==> src/rtl/xl_pkg.sv <==
package xl_pkg;
  typedef enum logic [1:0] {
    XL_OK   = 2'd0,
    XL_OOB  = 2'd1,
    XL_PERM = 2'd2
  } xl_status_e;

  typedef enum logic [1:0] {
    ST_IDLE  = 2'd0,
    ST_FETCH = 2'd1,
    ST_RESP  = 2'd2
  } xl_state_e;
endpackage

==> src/rtl/xl_cfg.sv <==
module xl_cfg #(
  parameter int VA_W  = 32,
  parameter int VPN_W = 20
) (
  input  logic             clk,
  input  logic             rst_n,
  input  logic             cfg_we_i,
  input  logic             cfg_sel_i,
  input  logic [VA_W-1:0]  cfg_wdata_i,
  output logic [VA_W-1:0]  base_o,
  output logic [VPN_W:0]   limit_o
);
  logic [VA_W-1:0] base_q, base_d;
  logic [VPN_W:0]  limit_q, limit_d;
  logic            base_en, limit_en;
  logic            unused_hi;

  assign unused_hi = ^cfg_wdata_i[VA_W-1:VPN_W+1];
  assign base_en   = cfg_we_i && !cfg_sel_i;
  assign limit_en  = cfg_we_i &&  cfg_sel_i;

  always_comb begin
    base_d  = base_en  ? cfg_wdata_i            : base_q;
    limit_d = limit_en ? cfg_wdata_i[VPN_W:0]   : limit_q;
  end

  always_ff @(posedge clk or negedge rst_n) begin
    if (!rst_n) begin
      base_q  <= '0;
      limit_q <= '0;
    end else begin
      base_q  <= base_d;
      limit_q <= limit_d;
    end
  end

  assign base_o  = base_q;
  assign limit_o = limit_q;
endmodule

==> src/rtl/xl_check.sv <==
module xl_check
  import xl_pkg::*;
#(
  parameter int VPN_W = 20,
  parameter int OFS_W = 12,
  parameter int RW    = 3
) (
  input  logic [VPN_W-1:0]       page_i,
  input  logic [VPN_W:0]         limit_i,
  input  logic [RW-1:0]          rights_i,
  input  logic [RW-1:0]          use_i,
  input  logic [VPN_W-1:0]       frame_i,
  input  logic [OFS_W-1:0]       ofs_i,
  output xl_status_e             status_o,
  output logic [VPN_W+OFS_W-1:0] pa_o
);
  logic oob, perm;

  always_comb begin
    oob  = ({1'b0, page_i} >= limit_i);
    perm = |(use_i & ~rights_i);
    if (oob)       status_o = XL_OOB;
    else if (perm) status_o = XL_PERM;
    else           status_o = XL_OK;
    pa_o = (status_o == XL_OK) ? {frame_i, ofs_i} : '0;
  end
endmodule

==> src/rtl/xl_tlb.sv <==
module xl_tlb #(
  parameter int N     = 4,
  parameter int VPN_W = 20,
  parameter int RW    = 3
) (
  input  logic             clk,
  input  logic             rst_n,
  input  logic [VPN_W-1:0] lk_page_i,
  output logic             hit_o,
  output logic [VPN_W-1:0] hit_frame_o,
  output logic [RW-1:0]    hit_rights_o,
  input  logic             fill_i,
  input  logic [VPN_W-1:0] fill_page_i,
  input  logic [VPN_W-1:0] fill_frame_i,
  input  logic [RW-1:0]    fill_rights_i,
  input  logic             clr_i
);
  localparam int PTR_W = (N > 1) ? $clog2(N) : 1;

  logic [N-1:0]     valid_q, valid_d;
  logic [VPN_W-1:0] tag_q   [N];
  logic [VPN_W-1:0] frame_q [N];
  logic [RW-1:0]    rights_q[N];
  logic [PTR_W-1:0] rr_q, rr_d;
  logic [N-1:0]     hit_vec;
  logic [N-1:0]     slot_we;

  for (genvar i = 0; i < N; i++) begin : g_slot
    assign hit_vec[i] = valid_q[i] && (tag_q[i] == lk_page_i);
    assign slot_we[i] = fill_i && (rr_q == PTR_W'(i));

    always_ff @(posedge clk) begin
      if (slot_we[i]) begin
        tag_q[i]    <= fill_page_i;
        frame_q[i]  <= fill_frame_i;
        rights_q[i] <= fill_rights_i;
      end
    end
  end

  always_comb begin
    hit_frame_o  = '0;
    hit_rights_o = '0;
    for (int i = 0; i < N; i++) begin
      if (hit_vec[i]) begin
        hit_frame_o  = hit_frame_o  | frame_q[i];
        hit_rights_o = hit_rights_o | rights_q[i];
      end
    end
  end
  assign hit_o = |hit_vec;

  always_comb begin
    valid_d = valid_q;
    rr_d    = rr_q;
    if (clr_i) begin
      valid_d = '0;
    end else if (fill_i) begin
      valid_d = valid_q | slot_we;
      rr_d    = (rr_q == PTR_W'(N-1)) ? '0 : rr_q + 1'b1;
    end
  end

  always_ff @(posedge clk or negedge rst_n) begin
    if (!rst_n) begin
      valid_q <= '0;
      rr_q    <= '0;
    end else begin
      valid_q <= valid_d;
      rr_q    <= rr_d;
    end
  end

  AST_ONE_HIT: assert property (@(posedge clk) disable iff (!rst_n)
    $onehot0(hit_vec));
  AST_CLR_EMPTIES: assert property (@(posedge clk) disable iff (!rst_n)
    clr_i |=> (valid_q == '0));
endmodule

==> src/rtl/xl_unit.sv <==
module xl_unit
  import xl_pkg::*;
#(
  parameter int VA_W  = 32,
  parameter int OFS_W = 12,
  parameter int RW    = 3,
  parameter int TLB_N = 4
) (
  input  logic            clk,
  input  logic            rst_n,
  input  logic            cfg_we_i,
  input  logic            cfg_sel_i,
  input  logic [VA_W-1:0] cfg_wdata_i,
  input  logic            tlb_flush_i,
  input  logic            req_valid_i,
  output logic            req_ready_o,
  input  logic [VA_W-1:0] req_va_i,
  input  logic [RW-1:0]   req_use_i,
  output logic            rsp_valid_o,
  output logic [VA_W-1:0] rsp_pa_o,
  output logic [1:0]      rsp_status_o,
  output logic            mem_req_o,
  output logic [VA_W-1:0] mem_addr_o,
  input  logic            mem_ack_i,
  input  logic [VA_W-1:0] mem_rdata_i
);
  localparam int VPN_W = VA_W - OFS_W;
  localparam int PAD_W = VA_W - VPN_W - 2;

  xl_state_e       state_q, state_d;
  logic [VA_W-1:0] va_q, va_d;
  logic [RW-1:0]   use_q, use_d;
  logic [VA_W-1:0] pa_q, pa_d;
  xl_status_e      st_q, st_d;
  logic            fpend_q, fpend_d;

  logic [VA_W-1:0]  base;
  logic [VPN_W:0]   limit;
  logic             hit;
  logic [VPN_W-1:0] hit_frame;
  logic [RW-1:0]    hit_rights;
  logic             fetching, ack_now, drop_fill, fill_en, tlb_clr, req_fire;
  logic [VA_W-1:0]  chk_va;
  logic [RW-1:0]    chk_use, chk_rights;
  logic [VPN_W-1:0] chk_frame;
  xl_status_e       chk_status;
  logic [VA_W-1:0]  chk_pa;
  logic             unused_pte;

  assign unused_pte = ^mem_rdata_i[OFS_W-1:RW];

  xl_cfg #(.VA_W(VA_W), .VPN_W(VPN_W)) u_cfg (
    .clk(clk), .rst_n(rst_n), .cfg_we_i(cfg_we_i), .cfg_sel_i(cfg_sel_i),
    .cfg_wdata_i(cfg_wdata_i), .base_o(base), .limit_o(limit)
  );

  assign fetching    = (state_q == ST_FETCH);
  assign ack_now     = fetching && mem_ack_i;
  assign drop_fill   = fpend_q || tlb_flush_i;
  assign fill_en     = ack_now && !drop_fill;
  assign tlb_clr     = (tlb_flush_i && !fetching) || (ack_now && drop_fill);
  assign req_ready_o = (state_q == ST_IDLE) && !tlb_flush_i;
  assign req_fire    = req_valid_i && req_ready_o;

  xl_tlb #(.N(TLB_N), .VPN_W(VPN_W), .RW(RW)) u_tlb (
    .clk(clk), .rst_n(rst_n),
    .lk_page_i(req_va_i[VA_W-1:OFS_W]),
    .hit_o(hit), .hit_frame_o(hit_frame), .hit_rights_o(hit_rights),
    .fill_i(fill_en),
    .fill_page_i(va_q[VA_W-1:OFS_W]),
    .fill_frame_i(mem_rdata_i[VA_W-1:OFS_W]),
    .fill_rights_i(mem_rdata_i[RW-1:0]),
    .clr_i(tlb_clr)
  );

  always_comb begin
    chk_va     = fetching ? va_q  : req_va_i;
    chk_use    = fetching ? use_q : req_use_i;
    chk_rights = fetching ? mem_rdata_i[RW-1:0]        : hit_rights;
    chk_frame  = fetching ? mem_rdata_i[VA_W-1:OFS_W]  : hit_frame;
  end

  xl_check #(.VPN_W(VPN_W), .OFS_W(OFS_W), .RW(RW)) u_check (
    .page_i(chk_va[VA_W-1:OFS_W]), .limit_i(limit), .rights_i(chk_rights),
    .use_i(chk_use), .frame_i(chk_frame), .ofs_i(chk_va[OFS_W-1:0]),
    .status_o(chk_status), .pa_o(chk_pa)
  );

  always_comb begin
    state_d = state_q;
    va_d    = va_q;
    use_d   = use_q;
    pa_d    = pa_q;
    st_d    = st_q;
    fpend_d = 1'b0;
    unique case (state_q)
      ST_IDLE: begin
        if (req_fire) begin
          if (chk_status == XL_OOB || hit) begin
            state_d = ST_RESP;
            pa_d    = chk_pa;
            st_d    = chk_status;
          end else begin
            state_d = ST_FETCH;
            va_d    = req_va_i;
            use_d   = req_use_i;
          end
        end
      end
      ST_FETCH: begin
        fpend_d = fpend_q || tlb_flush_i;
        if (mem_ack_i) begin
          state_d = ST_RESP;
          pa_d    = chk_pa;
          st_d    = chk_status;
          fpend_d = 1'b0;
        end
      end
      default: state_d = ST_IDLE;
    endcase
  end

  always_ff @(posedge clk or negedge rst_n) begin
    if (!rst_n) begin
      state_q <= ST_IDLE;
      va_q    <= '0;
      use_q   <= '0;
      pa_q    <= '0;
      st_q    <= XL_OK;
      fpend_q <= 1'b0;
    end else begin
      state_q <= state_d;
      va_q    <= va_d;
      use_q   <= use_d;
      pa_q    <= pa_d;
      st_q    <= st_d;
      fpend_q <= fpend_d;
    end
  end

  assign rsp_valid_o  = (state_q == ST_RESP);
  assign rsp_pa_o     = pa_q;
  assign rsp_status_o = st_q;
  assign mem_req_o    = fetching;
  assign mem_addr_o   = base + {{PAD_W{1'b0}}, va_q[VA_W-1:OFS_W], 2'b00};

  AST_OOB_NO_READ: assert property (@(posedge clk) disable iff (!rst_n)
    (req_fire && chk_status == XL_OOB) |=> !mem_req_o);
  AST_ADDR_HELD: assert property (@(posedge clk) disable iff (!rst_n)
    (mem_req_o && !mem_ack_i) |=> (mem_req_o && $stable(mem_addr_o)));
  AST_FAULT_ZERO_PA: assert property (@(posedge clk) disable iff (!rst_n)
    (rsp_valid_o && rsp_status_o != 2'd0) |-> (rsp_pa_o == '0));
  AST_NO_READY_BUSY: assert property (@(posedge clk) disable iff (!rst_n)
    (mem_req_o || rsp_valid_o) |-> !req_ready_o);
  AST_RSP_PULSE: assert property (@(posedge clk) disable iff (!rst_n)
    rsp_valid_o |=> !rsp_valid_o);
  AST_NO_STRAY_RSP: assert property (@(posedge clk) disable iff (!rst_n)
    (!req_fire && !mem_ack_i) |=> !rsp_valid_o);
endmodule

==> config.mk <==
export PLATFORM = sky130hd
export DESIGN_NAME = xl_unit
export DESIGN_NICKNAME = d
export VERILOG_FILES = /design/src/rtl/xl_pkg.sv /design/src/rtl/xl_cfg.sv /design/src/rtl/xl_check.sv /design/src/rtl/xl_tlb.sv /design/src/rtl/xl_unit.sv
export SDC_FILE = /design/constraint.sdc
export NUM_CORES = 1
export LEC_CHECK = 0
export BUFFER_PORTS_ARGS = -buffer_cell sky130_fd_sc_hd__buf_2
export CAP_MARGIN = 10
export CELL_PAD_IN_SITES_DETAIL_PLACEMENT = 0
export CELL_PAD_IN_SITES_GLOBAL_PLACEMENT = 1
export CORE_MARGIN = 2
export CORE_UTILIZATION = 52
export CTS_CLUSTER_DIAMETER = 80
export CTS_CLUSTER_SIZE = 30
export DETAILED_ROUTE_END_ITERATION = 7
export PLACE_DENSITY_LB_ADDON = 0.2
export SYNTH_ARGS = -nofsm -noshare
export SYNTH_HDL_FRONTEND = slang
export SYNTH_SLANG_ARGS = --single-unit
==> constraint.sdc <==
create_clock -name clk -period 10.56 [get_ports clk]
set_clock_uncertainty 0.05 [all_clocks]
set_input_delay 2.112 -clock clk [delete_from_list [all_inputs] [get_ports clk]]
set_output_delay 2.112 -clock clk [all_outputs]
set_load 0.01 [all_outputs]
==> metrics.md, run 1 <==
| Metric | Value |
|---|---|
| Run status | `finished, final reports clean` |
| Yosys top cell by area | `sky130_fd_sc_hd__edfxtp_1` |
| RSZ-0062 raised after global routing | `false` |
| Worst ir drop on vdd | `0.138 mV` |
| Number of max-slew violations in the final report | `0` |
| Number of global-route vias before repair | `a little under 9000` |
| Relative max-transition margin | `roughly 23%` |
| Total core area | `approximately 0.027 sq mm` |
| CTS H-tree depth | `1` |
| Synthesis-stage register bit count | `roughly 300` |
| Cell types occupying the most area after synthesis | `sky130_fd_sc_hd__edfxtp_1 (36%), sky130_fd_sc_hd__dfrtp_1 (23%), sky130_fd_sc_hd__mux2_2 (6.5%), sky130_fd_sc_hd__xnor2_1 (4.4%), sky130_fd_sc_hd__ha_1 (3.9%)` |
| Later-pin clock latency in the skew report | `around 0.51 ns` |
| Element type at the critical path start | `register` |
| Worst reg2reg setup slack | `about 6.0 ns` |
| Mean area per synthesized cell | `between 10 and 15 sq um` |
| Placed wire-length estimate | `between 20000 and 25000 um` |
| Slowest cell delay on critical path | `~0.65 ns` |
| Final setup viols | `0` |
| Hold buffer count at CTS | `0` |
| Number of instances in the synthesized netlist | `between 1000 and 1500` |
| Main flop type after synthesis | `sky130_fd_sc_hd__edfxtp_1` |
| Placed Cells incl. Taps | `approximately 1500` |
| Clock Path Buffers | `3` |
| Final Routed Wirelength | `between 30000 and 40000 um` |
| Number of nets with antenna violations after routing | `0` |
| Antenna violations before repair | `3` |
| Clock sink total | `between 300 and 400` |
| Setup fix buffers added after clock tree synthesis | `0` |
| Power per cell area | `224 mW/mm^2` |
| Count of unique library cells instantiated by Yosys | `64` |
| Number of nets in the synthesized netlist | `1217` |
| Wire length of the first global-routing pass | `~50000 um` |
| Accumulated negative setup slack | `0 ns` |
| Library cell contributing the largest single delay on the critical path | `sky130_fd_sc_hd__a211oi_1` |
| Measured slew at the worst slew-check pin | `about 1.1 ns` |
| Gates resized, CTS repair | `0` |
| Number of instances on the worst hold path | `1` |
| Non-filler cells in the finished layout | `about 1600` |
| Dominant cell type by count on the critical path | `sky130_fd_sc_hd__a211oi_1` |
| Total internal power | `between 2 and 2.5 mW` |
| Hold worst-path end | `va_q[11]$_DFFE_PN0P_` |
| Filler Cell Count | `2200` |
| Maximum number of pins on one net before global-route repair | `75` |
| Post-synth top area share | `36.3%` |
| Share of synthesized registers carrying an async set or reset | `between 40% and 50%` |
| Clock root buffer | `sky130_fd_sc_hd__clkbuf_16` |
| Final period util | `57.6%` |
| X dimension of the die | `169 um` |
| Share of total power in sequential cells | `a little under half` |
| Height of the chip | `169 um` |
| Clock network fraction of design power | `20.7%` |
| Via total after detailed routing | `a little under 9000` |
| Aggregate global routing overflow | `0` |
| Iter 0 DRT Violations | `573` |
| Cell leakage power | `6.26 nW` |
| Crit path capture type | `primary output` |
| Count of unresolved DRC violations after routing | `0` |
| WP data required | `8.40 ns` |
| Series of cell instances along the critical path | `ha_1 > a211oi_1 > o21ai_0 > a2111oi_0 > o21bai_1 > a211oi_1 > o31ai_1 > nand4b_1 > xnor2_1 > buf_2` |
| Top-count cell post-synth | `sky130_fd_sc_hd__edfxtp_1` |
| Count of cells along the worst register-to-register path | `15` |
| Count of flip-flops with a built-in enable after synthesis | `around 170` |
| Net Sw Power | `between 1 and 1.5 mW` |
| Ports | `175` |
| Worst Min Path Start | `va_q[11]$_DFFE_PN0P_` |
| Achievable Freq | `between 150 and 200 MHz` |
| Routability congestion estimate | `0.856` |
| Average vias per placed instance | `5.74` |
| Hold Path Class | `reg -> reg` |
| Sequential fraction of the synthesis area | `between 50 and 60%` |
| Reg area | `approximately 0.0084 sq mm` |
| Arrival time worst endpoint | `slightly below 4 ns` |
| Placement Rows | `60` |
| Highest fanout seen on the critical path | `6` |
| Overall Global Routing Usage | `between 20% and 30%` |
| Clock transition at the register clock pins on the worst setup and hold paths after CTS | `between 0.1 and 0.15 ns` |
| Share of final-layout standard cells stronger than drive strength 1 | `27.3%` |
| Final hold violation count | `0` |
| Clock period minus worst slack | `a little over 6 ns` |
| Initial Util | `between 50 and 60%` |
| Area of the die | `approximately 0.029 sq mm` |
| R2r startpoint | `state_q[1]$_DFFE_PN0P_` |
| Sw Ratio | `a little over a third` |
| Routed wirelength normalized by instance count | `~21 um` |
| Top cells by instance count after synthesis | `sky130_fd_sc_hd__edfxtp_1 (172), sky130_fd_sc_hd__dfrtp_1 (131), sky130_fd_sc_hd__nand2_1 (85)` |
| Iteration count of the initial detailed-routing pass | `4` |
| Footprint of the multi-input gates | `roughly 0.0054 sq mm` |
| Worst r2r dst | `rsp_status_o[0]$_DFFE_PN0P_` |
| Layout overhead on the synthesized area | `11.6%` |
| Area of the mapped netlist | `between 0.01 and 0.015 sq mm` |
| Number of warning messages in the yosys log | `0` |
| Classification of the worst setup path | `reg -> out` |
| Max-cap violations | `0` |
| Net count reported at finish | `between 1000 and 1500` |
| TritonCTS buffer count | `16` |
| Comb pwr share | `~33%` |
| TritonCTS clock tree | `built` |
| Port-buffer cells | `165` |
==> power by group through the flow <==
stage          combinational [mW]  sequential, mW  clock, mW
4_1_cts                      1.19            1.65      0.751
6_report                     1.18            1.65      0.737
2_1_floorplan               0.813            1.61          0
3_5_place_dp                 1.18            1.67          0
3_3_place_gp                 1.17            1.66          0
5_1_grt                      1.30            1.67      0.786
==> worst max-delay path: cells and delay by family, from the launching register on <==
kind,cells,cell delay [ns]
buf+inv,1,0.15
flops,1,0.50
simple gates,1,0.19
xor+xnor,1,0.13
compound gates,6,2.13
fa+ha+maj,1,0.33
==> final cells by class <==
type	instances	share of cell area, %
clock buffers	21	2.78
clock inverters	7	0.670
well taps	341	2.69
multi-input cells	670	33.9
repair buffers	178	5.86
flip-flops and latches	303	53.2
diodes	2	0.0316
inverters	35	0.828
==> per-stage QoR <==
step / hold slack, ns / setup slack [ns] / utilization [%] / instance area (sq um) / power [mW]
5_1_grt: 0.464 / 4.16 / 59.0 / 15900 / 3.75
4_1_cts: 0.450 / 4.41 / 59.0 / 15900 / 3.58
3_5_place_dp: 0.425 / 4.32 / 57.0 / 15300 / 2.85
2_1_floorplan: 0.408 / 5.68 / - / 14200 / 2.43
6_report: 0.448 / 4.48 / 59.0 / 15900 / 3.56
3_3_place_gp: 0.417 / 4.42 / 57.0 / 15300 / 2.83
==> worst max-delay path by stage <==
| stage | from | end | slack (ns) | cells after the start |
|---|---|---|---|---|
| finish | va_q[13]$_DFFE_PN0P_ | mem_addr_o[31] | 4.48 | 10 |
| detailed placement | req_va_i[27] | rsp_pa_o[0]$_DFFE_PN0P_ | 4.32 | 9 |
| global route | va_q[14]$_DFFE_PN0P_ | mem_addr_o[27] | 4.16 | 10 |
| global placement | req_va_i[19] | rsp_pa_o[10]$_DFFE_PN0P_ | 4.42 | 9 |
| floorplan | req_va_i[30] | va_q[16]$_DFFE_PN0P_ | 5.68 | 11 |
| CTS | va_q[12]$_DFFE_PN0P_ | mem_addr_o[31] | 4.41 | 10 |
==> cell families (layout without fill, tap and decap cells) <==
| family | Yosys count | after routing | share of synthesized area (%) |
|---|---|---|---|
| AOI/OAI and AO/OA | 207 | 207 | 11.4 |
| buffers and inverters | 93 | 241 | 2.98 |
| DFF | 303 | 303 | 59.4 |
| other | 0 | 2 | 0 |
| xor gates and xnor gates | 107 | 107 | 6.59 |
| adders and majority gates | 45 | 45 | 4.01 |
| and+or+nand+nor | 210 | 210 | 7.81 |
| muxes | 101 | 101 | 7.88 |
==> registers in the layout, summed over array words and instances (netlist names) <==
register and cells:
u_tlb.rr_q 2, va_q 32, u_cfg.base_o 32, rsp_pa_o 32, state_q 2, u_tlb.tag_q 80, rsp_status_o 2, u_cfg.limit_o 21
u_tlb.rights_q 12, u_tlb.frame_q 80, u_tlb.valid_q 4, fpend_q 1, use_q 3
==> layer usage <==
layer / GRT usage [%] / share of wire (%) / wire length, um
met2: 36.7 / 46 / 15100
met3: 2.87 / 5.2 / 1710
met5: 0 / 0 / 0
met4: 5.05 / 2.0 / 646
met1: 33.6 / 47 / 15300
==> cell usage in the layout, fill, tap and decap left out, types with 5 or more instances in the layout <==
cell type                   synthesis  layout
sky130_fd_sc_hd__buf_4              2      13
sky130_fd_sc_hd__nand4_1           24      24
sky130_fd_sc_hd__xnor2_1           71      71
sky130_fd_sc_hd__and3_1             6       6
sky130_fd_sc_hd__mux2i_1           14      14
sky130_fd_sc_hd__mux2_2            82      82
sky130_fd_sc_hd__o2bb2ai_2         30      30
sky130_fd_sc_hd__nor3_1             6       6
sky130_fd_sc_hd__mux2_1             5       5
sky130_fd_sc_hd__a22oi_1           45      45
sky130_fd_sc_hd__nor2_1            25      25
sky130_fd_sc_hd__dfrtp_1          131     131
sky130_fd_sc_hd__ha_1              44      44
sky130_fd_sc_hd__buf_2             24     164
sky130_fd_sc_hd__a21oi_1           59      59
sky130_fd_sc_hd__nand3_1           11      11
sky130_fd_sc_hd__a21o_1            16      16
sky130_fd_sc_hd__nor4_1             9       9
sky130_fd_sc_hd__o21ai_0           17      17
sky130_fd_sc_hd__edfxtp_1         172     172
sky130_fd_sc_hd__a31oi_1            6       6
sky130_fd_sc_hd__nand2_1           85      85
sky130_fd_sc_hd__o21a_1             7       7
sky130_fd_sc_hd__xor2_1            36      36
sky130_fd_sc_hd__nor2b_1           11      10
sky130_fd_sc_hd__inv_1             35      34
sky130_fd_sc_hd__clkbuf_16          0      17
Power figures use the tool's default switching activity.
==> run 2: changes to the inputs <==
CORE_UTILIZATION = 43   (was 52)
clock period = 5 ns   (was 10.56 ns; I/O delays follow)
==> metrics.md, run 2 (synthesized netlist as in run 1, its figures left out) <==
| Metric | Value |
|---|---|
| Clock transition at the register clock pins on the worst setup and hold paths after CTS | `0.11 ns (about the same)` |
| Ports | `175 (unchanged)` |
| Later-pin clock latency in the skew report | `0.52 ns (was 0.51 ns)` |
| Iter 0 DRT Violations | `597 (was 573)` |
| X dimension of the die | `186 um (was 169 um)` |
| Net Sw Power | `2.69 mW (was 1.25 mW)` |
| Worst ir drop on vdd | `0.242 mV (was 0.138 mV)` |
| Placed wire-length estimate | `23800 um (was 22400 um)` |
| Final setup viols | `0 (unchanged)` |
| Highest fanout seen on the critical path | `7 (was 6)` |
| Cell area after placement | `0.0156 sq mm (was 0.0153 sq mm)` |
| Aggregate global routing overflow | `0 (unchanged)` |
| Final hold violation count | `0 (unchanged)` |
| Share of final-layout standard cells stronger than drive strength 1 | `28.4% (was 27.3%)` |
| Final worst setup slack | `0.358 ns (was 4.48 ns)` |
| Hold Path Class | `in -> async (was reg -> reg)` |
| Routability congestion estimate | `0.805 (was 0.856)` |
| Biggest regs | `u_tlb.frame_q: 80 flops, u_tlb.tag_q: 80 flops (unchanged)` |
| Clock root buffer | `sky130_fd_sc_hd__clkbuf_16 (unchanged)` |
| CTS H-tree depth | `1 (unchanged)` |
| Number of nets with antenna violations after routing | `0 (unchanged)` |
| Run status | `finished, final reports clean (unchanged)` |
| Gates resized, CTS repair | `0 (unchanged)` |
| Iteration count of the initial detailed-routing pass | `5 (was 4)` |
| Sw Ratio | `35.4% (was 35.0%)` |
| Classification of the worst setup path | `reg -> out (unchanged)` |
| Max-cap violations | `0 (unchanged)` |
| Share of total power in sequential cells | `45.8% (was 46.3%)` |
| TritonCTS buffer count | `17 (was 16)` |
| Final period util | `92.8%` |
| Arrival time worst endpoint | `3.59 ns (was 3.92 ns)` |
| Layout overhead on the synthesized area | `13.4% (was 11.6%)` |
| Port-buffer cells | `165 (unchanged)` |
| Number of max-slew violations in the final report | `0 (unchanged)` |
| TritonCTS clock tree | `built (unchanged)` |
| Height of the chip | `186 um (was 169 um)` |
| Clock sink total | `303 (unchanged)` |
| Cell leakage power | `6.34 nW (was 6.26 nW)` |
| Relative max-transition margin | `32.5% (was 22.9%)` |
| Maximum number of pins on one net before global-route repair | `60 (was 75)` |
| Clock network fraction of design power | `20.9% (was 20.7%)` |
| Via total after detailed routing | `8934 (was 8933)` |
| Achievable Freq | `215 MHz` |
| Commonest non-fill, non-tap cell in the layout | `sky130_fd_sc_hd__edfxtp_1 (unchanged)` |
| Comb pwr share | `33.2% (was 33.0%)` |
| Post-route standard cell area excluding fillers | `0.0161 sq mm (was 0.0159 sq mm)` |
| Crit path capture type | `primary output (unchanged)` |
| Total core area | `0.0325 sq mm (was 0.0269 sq mm)` |
| Number of global-route vias before repair | `8899 (was 8823)` |
| Overall Global Routing Usage | `20.2% (was 22.9%)` |
| Accumulated negative setup slack | `0 ns (unchanged)` |
| Area of the die | `0.0345 sq mm (was 0.0287 sq mm)` |
| Routed wirelength normalized by instance count | `20.6 um (was 21.0 um)` |
| Power per cell area | `472 mW/mm^2 (was 224 mW/mm^2)` |
| Worst Setup Slack post-DPL | `0.737 ns (was 4.32 ns)` |
| Setup fix buffers added after clock tree synthesis | `0 (unchanged)` |
| Filler Cell Count | `2959 (was 2200)` |
| Commonest non-fill, non-tap cells in the layout | `sky130_fd_sc_hd__edfxtp_1 (172), sky130_fd_sc_hd__buf_2 (164), sky130_fd_sc_hd__dfrtp_1 (130) (was sky130_fd_sc_hd__edfxtp_1 (172), sky130_fd_sc_hd__buf_2 (164), sky130_fd_sc_hd__dfrtp_1 (131))` |
| RSZ-0062 raised after global routing | `false (unchanged)` |
| WP data required | `3.95 ns (was 8.40 ns)` |
| Initial Util | `43.7% (was 52.9%)` |
| Net count reported at finish | `1368 (was 1355)` |
| Measured slew at the worst slew-check pin | `1.01 ns (was 1.15 ns)` |
| Clock Path Buffers | `3 (unchanged)` |
| Average vias per placed instance | `5.35 (was 5.74)` |
| Element type at the critical path start | `register (unchanged)` |
| Hold buffer count at CTS | `0 (unchanged)` |
| Total internal power | `4.92 mW (was 2.31 mW)` |
| Placement Rows | `66 (was 60)` |
| Count of unresolved DRC violations after routing | `0 (unchanged)` |
| Tot Pwr | `7.62 mW (was 3.56 mW)` |
| Clock period minus worst slack | `between 4 and 5 ns` |
| Final Routed Wirelength | `34400 um (was 32700 um)` |
| Antenna violations before repair | `4 (was 3)` |
| Wire length of the first global-routing pass | `52800 um (was 50500 um)` |
-- run 2: metal layers --
metal / wire length [um] / up-vias / GRT usage, % / part of all wire [%]
li1: - / 4242 / - / -
met5: 21 / - / 0 / 0.061
met4: 611 / 4 / 4.09 / 1.8
met3: 1860 / 42 / 3.40 / 5.4
met1: 16300 / 4429 / 29.4 / 47
met2: 15600 / 217 / 31.8 / 45
-- run 2: final cells by class --
cell class	count	area (sq um)	area share [%]
multi-input combinational	670	5390	33.4
sequential	303	8440	52.4
clock inverter	10	129	0.799
tap	442	553	3.43
inverter	35	131	0.814
antenna	2	5.00	0.0310
timing repair buffer	190	1040	6.48
clock buffer	19	433	2.68
-- run 2: path summary, 6_finish.rpt --
path,start,endpoint,slack [ns],cells after the start
setup / recovery,va_q[15]$_DFFE_PN0P_,mem_addr_o[31],0.36,11
hold / removal,rst_n,use_q[1]$_DFFE_PN0P_,0.40,1
setup reg to reg,state_q[1]$_DFFE_PN0P_,rsp_pa_o[6]$_DFFE_PN0P_,1.09,13
hold reg to reg,rsp_pa_o[0]$_DFFE_PN0P_,rsp_pa_o[0]$_DFFE_PN0P_,0.45,1
max in group asynchronous,rst_n,va_q[6]$_DFFE_PN0P_,3.46,2
min in group clk,rsp_pa_o[0]$_DFFE_PN0P_,rsp_pa_o[0]$_DFFE_PN0P_,0.45,1
-- run 2: critical path, cell delays in order (launching register included) --
cell,delay [ns]
sky130_fd_sc_hd__dfrtp_1,0.52
sky130_fd_sc_hd__ha_1,0.39
sky130_fd_sc_hd__o21ai_0,0.12
sky130_fd_sc_hd__o21ai_0,0.32
sky130_fd_sc_hd__a2111oi_0,0.17
sky130_fd_sc_hd__o21bai_1,0.30
sky130_fd_sc_hd__a211oi_1,0.13
sky130_fd_sc_hd__buf_4,0.18
sky130_fd_sc_hd__o31ai_2,0.42
sky130_fd_sc_hd__nand4b_1,0.19
sky130_fd_sc_hd__xnor2_1,0.17
sky130_fd_sc_hd__buf_2,0.15
-- run 2: through the flow --
step / hold slack, ns / utilization [%] / cells
3_3_place_gp: 0.419 / 47.8 / 1640
5_1_grt: 0.447 / 49.6 / 1670
6_report: 0.399 / 49.6 / 1671
2_1_floorplan: 0.408 / - / 1066
4_1_cts: 0.429 / 49.5 / 1669
3_5_place_dp: 0.418 / 47.8 / 1640
-- run 2: power groups by stage --
| stage | logic (mW) | registers [mW] | clock network [mW] |
|---|---|---|---|
| 2_1_floorplan | 1.72 | 3.41 | 0 |
| 3_3_place_gp | 2.53 | 3.52 | 0 |
| 3_5_place_dp | 2.54 | 3.54 | 0 |
| 4_1_cts | 2.56 | 3.49 | 1.64 |
| 5_1_grt | 2.81 | 3.55 | 1.73 |
| 6_report | 2.53 | 3.49 | 1.59 |
